`src/rtl/tsig_sec_classifier.sv`:
```
module tsig_sec_classifier #(
  parameter int W00_MIN  = 80,
  parameter int W00_MAX  = 170,
  parameter int W10_MIN  = 180,
  parameter int W10_MAX  = 260,
  parameter int W11_MIN  = 270,
  parameter int W11_MAX  = 380,
  parameter int WMK_MIN  = 440,
  parameter int WMK_MAX  = 600,
  parameter int BST_MIN  = 160,
  parameter int BST_MAX  = 240,
  parameter int BW_MIN   = 60,
  parameter int BW_MAX   = 160,
  parameter int SEG_MIN  = 900,
  parameter int SEG_MAX  = 1100,
  parameter int HIST_LEN = 8,
  parameter logic [HIST_LEN-1:0] MARK_PAT = 8'b0111_1110
) (
  input  logic clk,
  input  logic rst_n,
  input  logic tick_ms,
  input  logic rx_bit,
  output logic sec_stb,
  output logic bit_a,
  output logic bit_b,
  output logic marker,
  output logic err
);

  localparam int CW = $clog2(SEG_MAX + 2);

  typedef enum logic [2:0] {S_IDLE, S_HI1, S_LO1, S_HI2, S_LO2} ph_t;

  ph_t                 ph;
  logic [CW-1:0]       cnt, w1, s2, w2;
  logic                extra, rx_q;
  logic [HIST_LEN-1:0] hist;
  logic                c_a, c_b, c_mk, c_err;

  function automatic logic in_win(logic [CW-1:0] v, int lo, int hi);
    return (int'(v) >= lo) && (int'(v) <= hi);
  endfunction

  wire rise    = rx_bit & ~rx_q;
  wire fall    = ~rx_bit & rx_q;
  wire end_seg = rise && (ph == S_LO1 || ph == S_LO2) && (int'(cnt) >= SEG_MIN);
  wire tmo     = tick_ms && (ph != S_IDLE) && (int'(cnt) == SEG_MAX);

  always_comb begin
    c_a = 1'b0; c_b = 1'b0; c_mk = 1'b0; c_err = 1'b0;
    if (extra) begin
      c_err = 1'b1;
    end else if (ph == S_LO1) begin
      if (in_win(w1, W00_MIN, W00_MAX)) begin
        c_a = 1'b0;
      end else if (in_win(w1, W10_MIN, W10_MAX)) begin
        c_a = 1'b1;
      end else if (in_win(w1, W11_MIN, W11_MAX)) begin
        c_a = 1'b1; c_b = 1'b1;
      end else if (in_win(w1, WMK_MIN, WMK_MAX) && hist == MARK_PAT) begin
        c_mk = 1'b1;
      end else begin
        c_err = 1'b1;
      end
    end else if (ph == S_LO2) begin
      if (in_win(w1, W00_MIN, W00_MAX) && in_win(s2, BST_MIN, BST_MAX) &&
          in_win(w2, BW_MIN, BW_MAX))
        c_b = 1'b1;
      else
        c_err = 1'b1;
    end else begin
      c_err = 1'b1;
    end
  end

  always_ff @(posedge clk) begin
    if (!rst_n) begin
      ph <= S_IDLE; cnt <= '0; w1 <= '0; s2 <= '0; w2 <= '0;
      extra <= 1'b0; rx_q <= 1'b1; hist <= '1;
      sec_stb <= 1'b0; bit_a <= 1'b0; bit_b <= 1'b0; marker <= 1'b0; err <= 1'b0;
    end else begin
      rx_q    <= rx_bit;
      sec_stb <= 1'b0;
      if (end_seg) begin
        sec_stb <= 1'b1;
        bit_a <= c_a; bit_b <= c_b; marker <= c_mk; err <= c_err;
        hist  <= (c_err || c_mk) ? '1 : {hist[HIST_LEN-2:0], c_a};
        ph <= S_HI1; cnt <= '0; extra <= 1'b0;
        w1 <= '0; s2 <= '0; w2 <= '0;
      end else if (tmo) begin
        sec_stb <= 1'b1;
        bit_a <= 1'b0; bit_b <= 1'b0; marker <= 1'b0; err <= 1'b1;
        hist <= '1; ph <= S_IDLE; cnt <= '0;
      end else begin
        if (tick_ms && ph != S_IDLE) cnt <= cnt + 1'b1;
        case (ph)
          S_IDLE: if (rise) begin ph <= S_HI1; cnt <= '0; extra <= 1'b0; end
          S_HI1:  if (fall) begin w1 <= cnt; ph <= S_LO1; end
          S_LO1:  if (rise) begin s2 <= cnt; ph <= S_HI2; end
          S_HI2:  if (fall) begin w2 <= cnt - s2; ph <= S_LO2; end
          S_LO2:  if (rise) begin s2 <= cnt; extra <= 1'b1; ph <= S_HI2; end
          default: ph <= S_IDLE;
        endcase
      end
    end
  end


  stb_single_chk: assert property (@(posedge clk) disable iff (!rst_n)
    sec_stb |=> !sec_stb);


  hold_chk: assert property (@(posedge clk) disable iff (!rst_n)
    !sec_stb |-> $stable({bit_a, bit_b, marker, err}));


  err_clean_chk: assert property (@(posedge clk) disable iff (!rst_n)
    err |-> !bit_a && !bit_b && !marker);


  mark_clean_chk: assert property (@(posedge clk) disable iff (!rst_n)
    marker |-> !bit_a && !bit_b && !err);


  mark_hist_chk: assert property (@(posedge clk) disable iff (!rst_n)
    (sec_stb && marker) |-> ($past(hist) == MARK_PAT));


  cnt_range_chk: assert property (@(posedge clk) disable iff (!rst_n)
    int'(cnt) <= SEG_MAX);

endmodule

```
`config.mk`:
```
export PLATFORM = sky130hd
export DESIGN_NAME = tsig_sec_classifier
export DESIGN_NICKNAME = d
export VERILOG_FILES = /design/src/rtl/tsig_sec_classifier.sv
export SDC_FILE = /design/constraint.sdc
export NUM_CORES = 1
export LEC_CHECK = 0
export BUFFER_PORTS_ARGS = -buffer_cell sky130_fd_sc_hd__buf_2
export CELL_PAD_IN_SITES_DETAIL_PLACEMENT = 0
export CELL_PAD_IN_SITES_GLOBAL_PLACEMENT = 1
export CORE_UTILIZATION = 48
export CTS_CLUSTER_DIAMETER = 80
export DETAILED_ROUTE_END_ITERATION = 16
export PLACE_DENSITY = 0.84
export SLEW_MARGIN = 0
export SYNTH_ARGS = -nofsm -noshare
export SYNTH_HDL_FRONTEND = slang
export SYNTH_SLANG_ARGS = --single-unit
```
`constraint.sdc`:
```
create_clock -name clk -period 3 [get_ports clk]
set_clock_uncertainty 0.15 [all_clocks]
set_input_delay 0.3 -clock clk [delete_from_list [all_inputs] [get_ports clk]]
set_output_delay 0.3 -clock clk [all_outputs]
set_load 0.01 [all_outputs]
```
Word-level counts from Yosys, hierarchy flattened --
Cells that the tools add are included.
Word-level totals: latch bits 0, output and inout bits 5, bits in writable memories 0, memories 0, input bits 4, logic and storage cells 127, ROM bits 0, bits in registers 62
Cells by class: bitwise logic cells 6, div/mod/pow operators 0, mux-type cells 49, add/subtract/negate cells 2, shift operators 0, reductions and logical operators 28, equal/unequal tests 15, order comparisons 13, multipliers 0
Operators by type and width (number):
- 1-bit two-way mux | 37
- 11-bit by 8-bit less-or-equal comparator with 1-bit output (second input constant) | 3
- 11-bit two-way mux | 3
- 8-bit two-way mux | 3
- 11-bit by 8-bit >= comparator with 1-bit output (second input constant) | 2
- 11-bit by 9-bit >= comparator with 1-bit output (second input constant) | 2
- 11-bit by 9-bit less-or-equal comparator with 1-bit output (second input constant) | 2
- 1-bit logical AND | 13
- 3-bit two-way mux | 4
- 4-bit != test (second input constant) | 3
- 3-bit one-hot mux with 4 select lines | 1
- 4-bit AND reduction | 3
- 11-bit by 1-bit adder with 11-bit output (second input constant) | 1
- 11-bit == test (second input constant) | 1
- 11-bit by 10-bit >= comparator with 1-bit output (second input constant) | 1
- 11-bit by 6-bit >= comparator with 1-bit output (second input constant) | 1
- 11-bit by 7-bit >= comparator with 1-bit output (second input constant) | 1
- 11-bit by 10-bit less-or-equal comparator with 1-bit output (second input constant) | 1
- 11-bit subtractor | 1
- 3-bit AND reduction | 3
- 8-bit by 7-bit == test with 1-bit output (second input constant) | 1
- 2-bit != test (second input constant) | 4
- 3-bit by 2-bit == test with 1-bit output (second input constant) | 2
- 4-bit by 1-bit != test with 1-bit output (second input constant) | 1
- 12 further kinds | 19

Depth between registers and ports, before layout --
depth after elaboration 12, depth in mapped cells 10, depth with buffers taken out 10

Worst setup path after synthesis --
Ideal clock, no wire load.
path kind flip-flop to flip-flop, start point register w1[7], end point register hist[1], arrival time 2.022 ns, required time 2.728 ns, stages on the path, launching flop included 7, path buffers 0, period minus slack after synthesis 2.294 ns, library setup time 0.122 ns, slack 0.706 ns, path through dfxtp_1 or4b_4 or4b_4 a22oi_2 or3b_4 nand2_4 o32a_1
On the way: word-level cells in the longest chain between the ends 12, elaborated cells between the ends (all ways) 32, classes of those cells order compare (8); mux (16); reduce/logical (8)
Ends and longest elaborated chain:
- start: declaration | line 35 | logic [CW-1:0] cnt, w1, s2, w2;
- start signal: assignment | line 78 | ph <= S_IDLE; cnt <= '0; w1 <= '0; s2 <= '0; w2 <= '0;
- start signal: assignment | line 89 | w1 <= '0; s2 <= '0; w2 <= '0;
- start signal: assignment | line 98 | S_HI1: if (fall) begin w1 <= cnt; ph <= S_LO1; end
- 11-bit by 9-bit >= comparator with 1-bit output or 11-bit by 10-bit less-or-equal comparator with 1-bit output (tied branches) | line 41 | return (int'(v) >= lo) && (int'(v) <= hi);
- 1-bit logical AND | line 41
- 1-bit logical AND | line 60 | end else if (in_win(w1, WMK_MIN, WMK_MAX) && hist == MARK_PAT) begin
- 1-bit two-way mux | line 60
- 1-bit two-way mux | line 58 | end else if (in_win(w1, W11_MIN, W11_MAX)) begin
- 1-bit two-way mux | line 56 | end else if (in_win(w1, W10_MIN, W10_MAX)) begin
- 1-bit two-way mux | line 54 | if (in_win(w1, W00_MIN, W00_MAX)) begin
- 1-bit two-way mux | line 53 | end else if (ph == S_LO1) begin
- 1-bit two-way mux | line 51 | if (extra) begin
- 1-bit logical OR * | line 87 | hist <= (c_err || c_mk) ? '1 : {hist[HIST_LEN-2:0], c_a};
- 8-bit two-way mux * | line 87
- 8-bit two-way mux * | line 84 | if (end_seg) begin
- end signal: assignment | line 87
- end: declaration | line 37 | logic [HIST_LEN-1:0] hist;
Every way passes the cells marked *; elsewhere a longest branch is shown, timed or not. A chain may end at the register's enable or synchronous reset.

Worst setup path in the final report --
start point register ph[2], end point register hist[6]
On the way: word-level cells in the longest chain between the ends 7, elaborated cells between the ends (all ways) 17, classes of those cells eq/ne (2); mux (7); reduce/logical (8)
Ends and longest elaborated chain:
- start: declaration | line 34 | ph_t ph;
- start signal: assignment | line 78
- start signal: assignment | line 88 | ph <= S_HI1; cnt <= '0; extra <= 1'b0;
- start signal: assignment | line 93 | hist <= '1; ph <= S_IDLE; cnt <= '0;
- 3-bit == test | line 46, 65
- 1-bit two-way mux | line 65 | end else if (ph == S_LO2) begin
- 1-bit two-way mux | line 53
- 1-bit two-way mux | line 51
- 1-bit logical OR | line 87
- 8-bit two-way mux | line 87
- 8-bit two-way mux | line 84
Parallel ways exist; a longest one is shown, timed or not.

==> results.py <==
metrics = {
    "clock_network": {
        "clock_path_buffers": 2,
        "cts_resized": 0,
        "hold_buffers": 0,
        "worstSkewPairLatency_ns": 0.35,
        "clk_pin_slew_ns": 0.07,
        "post-cts-setup-buffers": 0,
        "cts_made_buffers": 9,
        "cts_tree": "built",
        "cts_root_buffer": "clkbuf_8",
        "cts_sinks": 62,
        "htreeDepth": 3,
    },
    "final_layout": {
        "syn2layout_area_growth_pct": 8.46,
        "final_cell_mix": "dfxtp_1, nor2_1, mux2i_1",
        "fillers": 618,
        "drive_gt1_frac": 0.102,
        "fin_nets": 394,
        "antenna-diode-count": 0,
        "final_common_cell": "dfxtp_1",
    },
    "logic_synthesis": {
        "synth_nets": 387,
        "yosysUniqueCellTypes": 57,
        "synth_ff_type": "dfxtp_1",
        "ys_ff_latch": 62,
        "synth_edf_count": 0,
        "syn_avg_cell_area_um2": 8.75,
        "yosysSeqAreaShare": 0.383,
        "synthesis.area_mm2": 0.00324,
        "async_reset_ff_frac": 0,
        "syn_inst": 370,
        "yosysWarnings": 0,
    },
    "detailed_routing": {
        "wl_um": 7130,
        "vias": 2667,
        "wl_per_cell_um": 15.6,
        "dr.pass1.iters": 10,
        "route.detailed.drc": 2,
        "vias_per_cell": 5.82,
        "final_antenna_net_count": 0,
        "first_iter_violations": 129,
    },
    "setup_path": {
        "endpoint_kind": "flip-flop",
        "path_max_fanout": 10,
        "timing.critical_path.buf_inv": 0,
        "worstReg2RegStart": "ph[2]",
        "path_cells": "nor3b_1 > o2111ai_1 > or4_1 > o31ai_4 > nand2_4 > o32a_1",
        "r2r-end": "hist[6]",
        "cp.required_ns": 3.08,
        "r2r_cells": 6,
        "cpLargestDelayFamily": "simple AND/OR/NAND/NOR gates",
        "r2r_slack_ns": 0.55,
        "startpoint_type": "flip-flop",
        "cpPeakStageDelay_ns": 0.50,
        "slowest_stage": "dfxtp_1",
        "path_class": "reg2reg",
        "cp.arrival_ns": 2.53,
    },
    "timing": {
        "rsz0062_at_grt": "no",
        "fin_crit_ns": 2.45,
        "slew_violations": 0,
        "worstMarginPinSlew_ns": 0.498,
        "finalSetupTns_ns": 0,
        "relSlewSlack": 0.665,
        "max_freq_mhz": 409,
        "fin_crit_sh": 0.816,
        "setup_viol": 0,
        "finalHoldViolCount": 0,
    },
    "worst_hold_path": {
        "worst_hold_path_type": "in2reg",
        "min-delay-start": "rx_bit",
        "hold_end": "rx_q",
        "min_path_cells": 2,
    },
    "power": {
        "powerDensity_mw_per_mm2": 456,
        "power_w": 0.00160,
        "ir_worst_vdd_mv": 0.230,
        "power.leakage_nw": 1.34,
    },
    "floorplanning": {
        "io_pins": 9,
        "dieWidth_um": 84.1,
        "die-area_mm2": 0.00708,
        "core-area_mm2": 0.00642,
        "die_h_um": 84.1,
        "start_util": 0.504,
        "row_count": 29,
    },
    "status": {
        "status": "finished with violations",
        "violations": "design-rule violations",
    },
    "grt": {
        "grt_max_degree": 35,
        "overflow": 0,
        "grt_usage": 0.222,
        "first_global_vias": 2584,
        "antenna_found_initial": 0,
        "grt_pass1_wl_um": 12300,
    },
    "place": {
        "portBuffers": 8,
        "hpwl_um": 5080,
        "place_congestion": 0.774,
    },
    "flow_run": {
        "max_cap_viol_count": 0,
    },
}
[how the worst max path moves through the flow]
stage	start	cells past startpoint	to
after detailed placement	ph[2]	6	hist[6]
after global routing	cnt[2]	7	err
final	ph[2]	6	hist[6]
after floorplan	w1[7]	6	hist[1]
after global placement	ph[2]	6	hist[4]
after CTS	ph[2]	6	hist[6]
[final cells by class]
| type | count | area (µm²) | share of cell area |
|---|---|---|---|
| multi-input cells | 277 | 1860 | 0.528 |
| flip-flops and latches | 62 | 1240 | 0.353 |
| clock buffers | 11 | 141 | 0.0403 |
| well taps | 77 | 96.3 | 0.0274 |
| repair buffers | 13 | 77.6 | 0.0221 |
| inverters | 14 | 52.6 | 0.0150 |
| clock inverters | 4 | 47.5 | 0.0135 |
[layer usage]
| metal | wire length, µm | global-route usage | share of wire |
|---|---|---|---|
| met5 | 0 | 0 | 0 |
| met4 | 177 | 0.122 | 0.025 |
| met3 | 205 | 0.0482 | 0.029 |
| met2 | 3250 | 0.355 | 0.45 |
| met1 | 3510 | 0.281 | 0.49 |
[power breakdown]
part           leakage, nW  internal, W  switching (W)
registers            0.500     0.000826     0.00000579
clock network       0.0952     0.000399       0.000325
logic                0.746    0.0000154      0.0000302
[cells by family (layout without fill, tap and decap cells)]
group / after synthesis / in the layout / synth area share
AND/OR/NAND/NOR: 152 / 152 / 0.240
AO/OA/AOI/OAI: 73 / 73 / 0.165
flip-flops: 62 / 62 / 0.383
buffers and inverters: 31 / 42 / 0.0437
multiplexers: 24 / 24 / 0.0742
XOR/XNOR: 15 / 15 / 0.0406
adder cells (fa/ha/maj): 13 / 13 / 0.0525
[flip-flops by register name, summed over array words and instances, names as in the netlist]
name and cells:
w2 11, s2 11, marker 1, w1 11, extra 1, bit_b 1
bit_a 1, sec_stb 1, ph 3, err 1, hist 8, cnt 11
rx_q 1
[stage by stage]
| step | instances | worst slack, ns | area (µm²) | util | hold WS [ns] |
|---|---|---|---|---|---|
| finish | 458 | 0.553 | 3510 | 0.547 | 0.0110 |
| global route | 458 | 0.417 | 3510 | 0.547 | 0.0149 |
| CTS | 458 | 0.565 | 3510 | 0.547 | 0.00152 |
| detailed placement | 443 | 0.573 | 3320 | 0.517 | 0.299 |
| global placement | 443 | 0.590 | 3320 | 0.517 | 0.299 |
| floorplan | 370 | 0.706 | 3240 | - | 0.251 |
[synthesized netlist by cell type, types with 6 or more instances]
cell type | instances | area (µm²)
dfxtp_1 | 62 | 1240
nor2_1 | 57 | 214
mux2i_1 | 24 | 240
nand2_1 | 19 | 71.3
a21oi_1 | 16 | 80.1
nor3_1 | 15 | 75.1
inv_1 | 14 | 52.6
nand3_1 | 14 | 70.1
o21ai_0 | 14 | 70.1
ha_1 | 12 | 150
clkbuf_1 | 9 | 33.8
xor2_1 | 8 | 70.1
o32a_1 | 7 | 70.1
xnor2_1 | 7 | 61.3
and3_1 | 6 | 37.5
Note: power is estimated with default switching activity, not from simulation.
